### config.mk
export PLATFORM = sky130hd
export DESIGN_NAME = dma_addr_gen
export DESIGN_NICKNAME = d
export VERILOG_FILES = /design/src/rtl/dma_ag_pkg.sv /design/src/rtl/dma_ag_addr.sv /design/src/rtl/dma_ag_page.sv /design/src/rtl/dma_ag_count.sv /design/src/rtl/dma_addr_gen.sv
export SDC_FILE = /design/constraint.sdc
export NUM_CORES = 1
export LEC_CHECK = 0
export BUFFER_PORTS_ARGS = -buffer_cell sky130_fd_sc_hd__buf_2
export CAP_MARGIN = 20
export CORE_ASPECT_RATIO = 2
export CORE_MARGIN = 4
export CORE_UTILIZATION = 50
export CTS_CLUSTER_SIZE = 8
export DETAILED_ROUTE_END_ITERATION = 16
export PLACE_DENSITY = 0.77
export SYNTH_ARGS = -nofsm -noshare
export SYNTH_HDL_FRONTEND = slang
export SYNTH_SLANG_ARGS = --single-unit
### constraint.sdc
create_clock -name clk -period 4.7 [get_ports clk]
set_input_delay 0.235 -clock clk [delete_from_list [all_inputs] [get_ports clk]]
set_output_delay 0.235 -clock clk [all_outputs]
set_load 0.02 [all_outputs]
### src/rtl/dma_ag_pkg.sv
package dma_ag_pkg;
  typedef enum logic {
    XFER_BYTE = 1'b0,
    XFER_WORD = 1'b1
  } xfer_mode_e;
endpackage

### src/rtl/dma_ag_addr.sv
module dma_ag_addr #(
  parameter int ADDR_W = 16
) (
  input  logic              clk,
  input  logic              rst,
  input  logic              load_en,
  input  logic [ADDR_W-1:0] load_val,
  input  logic              step_ok,
  output logic [ADDR_W-1:0] addr_q,
  output logic              wrap
);
  // the counter rolls over on this step
  assign wrap = step_ok && (&addr_q);

  always_ff @(posedge clk) begin
    if (rst)          addr_q <= '0;
    else if (load_en) addr_q <= load_val;
    else if (step_ok) addr_q <= addr_q + 1'b1;
  end

  assert_addr_inc_R4: assert property (@(posedge clk) disable iff (rst)
    step_ok |=> addr_q == $past(addr_q) + 1'b1);
endmodule

### src/rtl/dma_ag_page.sv
module dma_ag_page #(
  parameter int PAGE_W   = 8,
  parameter int HIPAGE_W = 8
) (
  input  logic                clk,
  input  logic                rst,
  input  logic                word_mode,
  input  logic                page_wr_en,
  input  logic [PAGE_W-1:0]   page_wr_val,
  input  logic                hipage_wr_en,
  input  logic [HIPAGE_W-1:0] hipage_wr_val,
  input  logic                addr_wr_en,
  input  logic                wrap,
  output logic [PAGE_W-1:0]   page_q,
  output logic [HIPAGE_W-1:0] hipage_q,
  output logic                carry_en_q
);
  localparam int PG_W = PAGE_W + HIPAGE_W;

  logic [PG_W-1:0] pg_cur, pg_inc, pg_next;

  assign pg_cur  = {hipage_q, page_q};
  // +2 in word mode keeps bit 0, +1 in byte mode
  assign pg_inc  = {{(PG_W-2){1'b0}}, word_mode, ~word_mode};
  assign pg_next = pg_cur + pg_inc;

  always_ff @(posedge clk) begin
    if (rst) begin
      page_q     <= '0;
      hipage_q   <= '0;
      carry_en_q <= 1'b0;
    end else begin
      if (wrap && carry_en_q) begin
        {hipage_q, page_q} <= pg_next;
      end else begin
        if (page_wr_en)   page_q   <= page_wr_val;
        if (hipage_wr_en) hipage_q <= hipage_wr_val;
      end
      if (page_wr_en || addr_wr_en) carry_en_q <= 1'b0;
      else if (hipage_wr_en)        carry_en_q <= 1'b1;
    end
  end

  assert_page_frozen_R7: assert property (@(posedge clk) disable iff (rst)
    (!carry_en_q && !page_wr_en && !hipage_wr_en) |=> $stable({hipage_q, page_q}));

  assert_carry_arm_R8: assert property (@(posedge clk) disable iff (rst)
    $rose(carry_en_q) |-> $past(hipage_wr_en) && !$past(page_wr_en) && !$past(addr_wr_en));

  assert_word_bit0_R8: assert property (@(posedge clk) disable iff (rst)
    (wrap && carry_en_q && word_mode) |=> page_q[0] == $past(page_q[0]));
endmodule

### src/rtl/dma_ag_count.sv
module dma_ag_count #(
  parameter int CNT_W = 16
) (
  input  logic             clk,
  input  logic             rst,
  input  logic             load_en,
  input  logic [CNT_W-1:0] load_val,
  input  logic             step_ok,
  output logic [CNT_W-1:0] cnt_q,
  output logic             halted_q,
  output logic             tc_q
);
  logic last_step;
  assign last_step = step_ok && (cnt_q == '0);

  always_ff @(posedge clk) begin
    if (rst) begin
      cnt_q    <= '0;
      halted_q <= 1'b1;
      tc_q     <= 1'b0;
    end else begin
      tc_q <= last_step;
      if (load_en) begin
        cnt_q    <= load_val;
        halted_q <= 1'b0;
      end else if (step_ok) begin
        cnt_q <= cnt_q - 1'b1;
        if (last_step) halted_q <= 1'b1;
      end
    end
  end

  assert_tc_halts_R6: assert property (@(posedge clk) disable iff (rst)
    tc_q |-> halted_q);

  assert_tc_single_R5: assert property (@(posedge clk) disable iff (rst)
    tc_q |=> !tc_q);

  assert_halt_freeze_R6: assert property (@(posedge clk) disable iff (rst)
    (halted_q && !load_en) |=> $stable(cnt_q));
endmodule

### src/rtl/dma_addr_gen.sv
module dma_addr_gen
  import dma_ag_pkg::*;
#(
  parameter int ADDR_W   = 16,
  parameter int CNT_W    = 16,
  parameter int PAGE_W   = 8,
  parameter int HIPAGE_W = 8,
  localparam int PHYS_W  = ADDR_W + PAGE_W + HIPAGE_W
) (
  input  logic                clk,
  input  logic                rst,
  input  logic                mode_wr_en,
  input  logic                mode_wr_val,
  input  logic                addr_wr_en,
  input  logic [ADDR_W-1:0]   addr_wr_val,
  input  logic                cnt_wr_en,
  input  logic [CNT_W-1:0]    cnt_wr_val,
  input  logic                page_wr_en,
  input  logic [PAGE_W-1:0]   page_wr_val,
  input  logic                hipage_wr_en,
  input  logic [HIPAGE_W-1:0] hipage_wr_val,
  input  logic                step,
  output logic [PHYS_W-1:0]   phys_addr,
  output logic                tc
);
  xfer_mode_e          mode_q;
  logic                any_wr, step_ok, wrap, halted, carry_en;
  logic [ADDR_W-1:0]   addr_q;
  logic [CNT_W-1:0]    cnt_q;
  logic [PAGE_W-1:0]   page_q;
  logic [HIPAGE_W-1:0] hipage_q;

  always_ff @(posedge clk) begin
    if (rst)             mode_q <= XFER_BYTE;
    else if (mode_wr_en) mode_q <= xfer_mode_e'(mode_wr_val);
  end

  assign any_wr  = mode_wr_en | addr_wr_en | cnt_wr_en | page_wr_en | hipage_wr_en;
  assign step_ok = step && !halted && !any_wr;

  dma_ag_addr #(.ADDR_W(ADDR_W)) u_addr (
    .clk(clk), .rst(rst), .load_en(addr_wr_en), .load_val(addr_wr_val),
    .step_ok(step_ok), .addr_q(addr_q), .wrap(wrap)
  );

  dma_ag_page #(.PAGE_W(PAGE_W), .HIPAGE_W(HIPAGE_W)) u_page (
    .clk(clk), .rst(rst), .word_mode(mode_q == XFER_WORD),
    .page_wr_en(page_wr_en), .page_wr_val(page_wr_val),
    .hipage_wr_en(hipage_wr_en), .hipage_wr_val(hipage_wr_val),
    .addr_wr_en(addr_wr_en), .wrap(wrap),
    .page_q(page_q), .hipage_q(hipage_q), .carry_en_q(carry_en)
  );

  dma_ag_count #(.CNT_W(CNT_W)) u_cnt (
    .clk(clk), .rst(rst), .load_en(cnt_wr_en), .load_val(cnt_wr_val),
    .step_ok(step_ok), .cnt_q(cnt_q), .halted_q(halted), .tc_q(tc)
  );

  always_comb begin
    if (mode_q == XFER_WORD) phys_addr = {hipage_q, page_q[PAGE_W-1:1], addr_q, 1'b0};
    else                     phys_addr = {hipage_q, page_q, addr_q};
  end

  // a halted channel cannot reach its terminal count again
  assert_no_step_halted_R6: assert property (@(posedge clk) disable iff (rst)
    (halted && !cnt_wr_en) |=> !tc);
endmodule

; Word level (Yosys, flattened, before mapping)
; Cells that the tools add are included.
[word_totals]
ff_bits = 52
input_bits = 57
output_inout_bits = 33
word_cells = 45
[op_classes]
n_addsub = 3
mux = 12
bitwise_logic = 5
reduce_logical = 17
[op_table]
columns = operator, n
row1 = two-way mux 16 bit, 4
row2 = two-way mux 8 bit, 4
row3 = two-way mux 17 bit, 1
row4 = adder 16 x 1 -> 16 bit (second input constant), 1
row5 = adder 16 x 2 -> 16 bit, 1
row6 = logical NOT 16 bit, 1
row7 = AND reduction 16 bit, 1
row8 = subtractor 16 x 1 -> 16 bit (second input constant), 1
row9 = nonzero test 2 bit, 5
row10 = logical AND 1 bit, 5
row11 = OR 1 bit, 4
row12 = two-way mux 1 bit, 3
row13 = logical NOT 1 bit, 2
row14 = AND reduction 2 bit, 1
row15 = OR reduction 2 bit, 1
row16 = logical OR 1 bit, 1
row17 = inverter 1 bit, 1

; Longest topological paths before layout
[depth]
word_depth = 10
ltp_mapped = 10
mapped_depth_nobuf = 9

; By module
; From an unflattened synthesis, not the netlist that was laid out.
[hier_totals]
hier_cells = 377
hier_area_um2 = 3266.9
[modules_own_cells]
columns = module, instances, cells_each, area_each_um2, seq_area_each_um2
row1 = dma_ag_page, 1, 133, 1101.1, 340.3
row2 = dma_ag_count, 1, 108, 965.9, 360.3
row3 = dma_ag_addr, 1, 112, 943.4, 320.3
row4 = dma_addr_gen, 1, 24, 256.5, 20.0

; Worst setup path after synthesis
; Ideal clock, no wire load.
[synth_path]
path_kind = register -> register
startpoint = register mode_q
endpoint = register u_page.hipage_q[0]
setup_ps = 132
t_arrival_ps = 2149
required_ps = 4568
path_slack_ps = 2419
stages_incl_launch_ff = 10
n_path_buf = 1
period_less_slack_ps = 2281
cell_sequence = dfxtp_1 > clkbuf_1 > inv_1 > ha_1 > inv_1 > fa_1 > nand3b_1 > or2_2 > o311ai_0 > a21oi_1
[synth_between]
elab_chain_len = 3
[synth_lines]
columns = item, line_no
row1 = "start, declared", dma_addr_gen.sv:26  ; xfer_mode_e mode_q;
row2 = "start signal, assigned", dma_addr_gen.sv:35  ; else if (mode_wr_en) mode_q <= xfer_mode_e'(mode_wr_val);
row3 = inverter 1 bit, dma_ag_page.sv:24  ; assign pg_inc = {{(PG_W-2){1'b0}}, word_mode, ~word_mode};
row4 = adder 16 x 2 -> 16 bit *, dma_ag_page.sv:25  ; assign pg_next = pg_cur + pg_inc;
row5 = two-way mux 8 bit *, dma_ag_page.sv:33  ; if (wrap && carry_en_q) begin
row6 = "end signal, assigned", dma_ag_page.sv:34  ; {hipage_q, page_q} <= pg_next;
row7 = "end signal, assigned", dma_ag_page.sv:37  ; if (hipage_wr_en) hipage_q <= hipage_wr_val;
row8 = "end, declared", dma_ag_page.sv:15  ; output logic [HIPAGE_W-1:0] hipage_q,
; Mark *: on every way between the ends. The rest lies on a longest branch, timed or not.
; A chain may end at the register's enable or synchronous reset.

; Worst setup path after layout
[layout_path]
startpoint = register mode_q
endpoint = register u_page.hipage_q[2]
; The elaborated chain is that of the path after synthesis.

==> flow_summary.yaml <==
clocking:
  cts-buffers-inserted: 5
  hold_buffers: 0
  cts_buffer_depth: 2
  cts-root-buf: "clkbuf_16"
  worst_skew_pair.late_latency_ns: 0.29
  h-tree-depth: 2
  cts.sinks: 52
  clk_pin_slew_worst_paths_ns: 0.07
  post_cts_resized: 0
  post-cts-setup-buffer-count: 0
  cts_tree: "built"
sta:
  worst_slew_pin_slew_ns: 1.00
  fin_skew_ns: 0.00332
  post-route-period-util_pct: 58.0
  fin_crit_ns: 2.73
  rsz0062_at_grt: "false"
  slew_headroom_pct: 33.3
  fmax_mhz: 367
  holdWs_ns: 0.184
  setup_viol: 0
  drv_slew: 0
  fin_tns_setup_ns: 0
  hold_violations: 0
run:
  drv_cap: 0
synth:
  yosys.cell_types.count: 53
  synthCells: 421
  syn_area_sq_um: 3250
  synth_area_leaders: "dfxtp_1 (32%), a21oi_1 (5.2%), nand2_1 (5.0%)"
  ys_ff_latch: 52
  async_flop_share_pct: 0
  synthMuxAreaShare_pct: 5.77
  syn-num-nets: 483
  synth-seq-area-share_pct: 32.0
  ys_warn_count: 0
  synth_top_family_by_area: "simple AND/OR/NAND/NOR gates"
  yosys-top-cells-count: "dfxtp_1 (52), nand2_1 (43), a21oi_1 (34)"
  synthFlopType: "dfxtp_1"
  synth_top_cell_area_share_pct: 32.0
  synth_top_area_cell: "dfxtp_1"
  synth_edf_count: 0
  avgSynthCellArea_sq_um: 7.72
  synth_simple_gate_area_share_pct: 27.4
  synth-adder-area-share_pct: 2.15
  synth.most_common_cell: "dfxtp_1"
  synth_xor_area_share_pct: 4.04
  synth_compound_area_share_pct: 21.9
setup_path:
  crit_chain: "inv_1 > fa_1 > nand3b_1 > or2_2 > nor4_1 > a22oi_1 > a21oi_1"
  worst_setup_path_start_kind: "register"
  cp.arrival_ns: 2.94
  worst_path_max_delay_cell: "dfxtp_1"
  r2r_slack_ns: 1.97
  path_max_fanout: 22
  critPathCaptureType: "register"
  max_stage_delay_ns: 0.87
  cp.required_ns: 4.91
  critPathKind: "reg -> reg"
grt:
  grt-ovfl-total: 0
  grt_max_degree: 55
  antenna_found_initial: 0
  track_usage_pct: 23.7
  grt_pass1_vias: 3371
  grt_pass1_wl_um: 15000
finish:
  fillers: 622
  syn2layout_area_growth_pct: 17.2
  final_area_sq_um: 3810
  n_antenna_cell: 0
  drive_gt1_share_pct: 23.6
  finish.utilization_pct: 60.4
  stdcell_count: 574
  nNetsFinal: 549
  register_area_sq_um: 1040
  multi_input_area_sq_um: 1990
floorplanning:
  ios: 90
  die_h_um: 122
  die_w_um: 65.0
  start_util_pct: 51.5
  rows: 41
  coreArea_sq_um: 6310
  dieArea_sq_um: 7940
power:
  powerDensity_nw_per_um2: 276
  p_leak_nw: 1.60
  vdd_ir_drop_max_mv: 0.278
routing:
  ant_nets: 0
  wl_um: 9100
  dr.pass1.iters: 5
  drtIter0Drc: 258
  wire_per_inst_um: 15.9
  via_count: 3396
  vias_per_cell: 5.92
  drc: 0
placement:
  dpl_cell_area_sq_um: 3660
  dp.cells: 566
  io_buffers: 89
  place.gp.congestion: 0.891
  dp_hpwl_um: 6640
worst_hold_path:
  hp-class: "in -> reg"
outcome:
  status: "finished clean"
stage by stage:
step / setup WS, ns / total power [mW]
4_1_cts: 2.00 / 1.06
5_1_grt: 1.69 / 1.10
6_report: 1.97 / 1.05
2_1_floorplan: 2.42 / 0.624
3_5_place_dp: 2.02 / 0.687
3_3_place_gp: 2.09 / 0.683
cells by family after synthesis:
family,count (synthesis)
fa+ha+maj,5
buf+inv,51
mux,17
compound gates,113
flops,52
simple gates,168
xor+xnor,15
cell usage in the layout, fill, tap and decap left out, drive strengths merged, types with 12 or more instances in the layout:
cell type / n
buf: 89
dfxtp: 52
nand2: 43
a21oi: 34
nor2: 31
o21ai: 22
inv: 21
mux2: 14
a31oi: 13
xor2: 13
nor3: 13
nor4: 12
nand4: 12
worst max-delay path: cells and delay by family (launching register included):
kind / cells / cell delay (ns)
compound gates: 2 / 0.31
simple gates: 3 / 0.82
buf+inv: 1 / 0.19
flops: 1 / 0.87
fa+ha+maj: 1 / 0.46
metal layers:
| metal | part of all wire (%) | wire length [um] | global-route usage, % |
|---|---|---|---|
| met5 | 0 | 0 | 0 |
| met4 | 3.6 | 331 | 13.2 |
| met3 | 5.7 | 522 | 4.24 |
| met2 | 53 | 4860 | 43.6 |
| met1 | 37 | 3390 | 24.7 |
path summary, 6_finish.rpt:
path,end,from,depth (start not counted)
max,u_page.hipage_q[2]$_SDFFE_PP0P_,mode_q$_SDFFE_PP0P_,7
min,u_cnt.cnt_q[2]$_SDFFE_PP0P_,cnt_wr_val[2],3
max reg2reg,u_page.hipage_q[2]$_SDFFE_PP0P_,mode_q$_SDFFE_PP0P_,7
min reg2reg,u_page.page_q[0]$_SDFFE_PP0P_,u_page.page_q[0]$_SDFFE_PP0P_,2
sequential cells by signal, indices dropped and copies added, names as in the netlist:
signal,count
u_page.page_q,8
u_addr.addr_q,16
mode_q,1
u_page.carry_en_q,1
u_cnt.halted_q,1
u_cnt.cnt_q,16
u_page.hipage_q,8
u_cnt.tc_q,1
power breakdown:
group | total, mW | internal (mW) | leakage (nW) | switching [mW]
Combinational | 0.175 | 0.0761 | 1.09 | 0.0993
Sequential | 0.503 | 0.467 | 0.430 | 0.0366
Clock | 0.373 | 0.213 | 0.0712 | 0.160
Total | 1.05 | 0.756 | 1.60 | 0.296
cell type report:
| type | instances | share of cell area (%) |
|---|---|---|
| Tap cell | 86 | 2.82 |
| Sequential cell | 52 | 27.3 |
| Inverter | 21 | 2.07 |
| Timing Repair Buffer | 89 | 11.7 |
| Multi-Input combinational cell | 318 | 52.2 |
| Clock buffer | 8 | 3.84 |
Power figures use the tool's default switching activity.
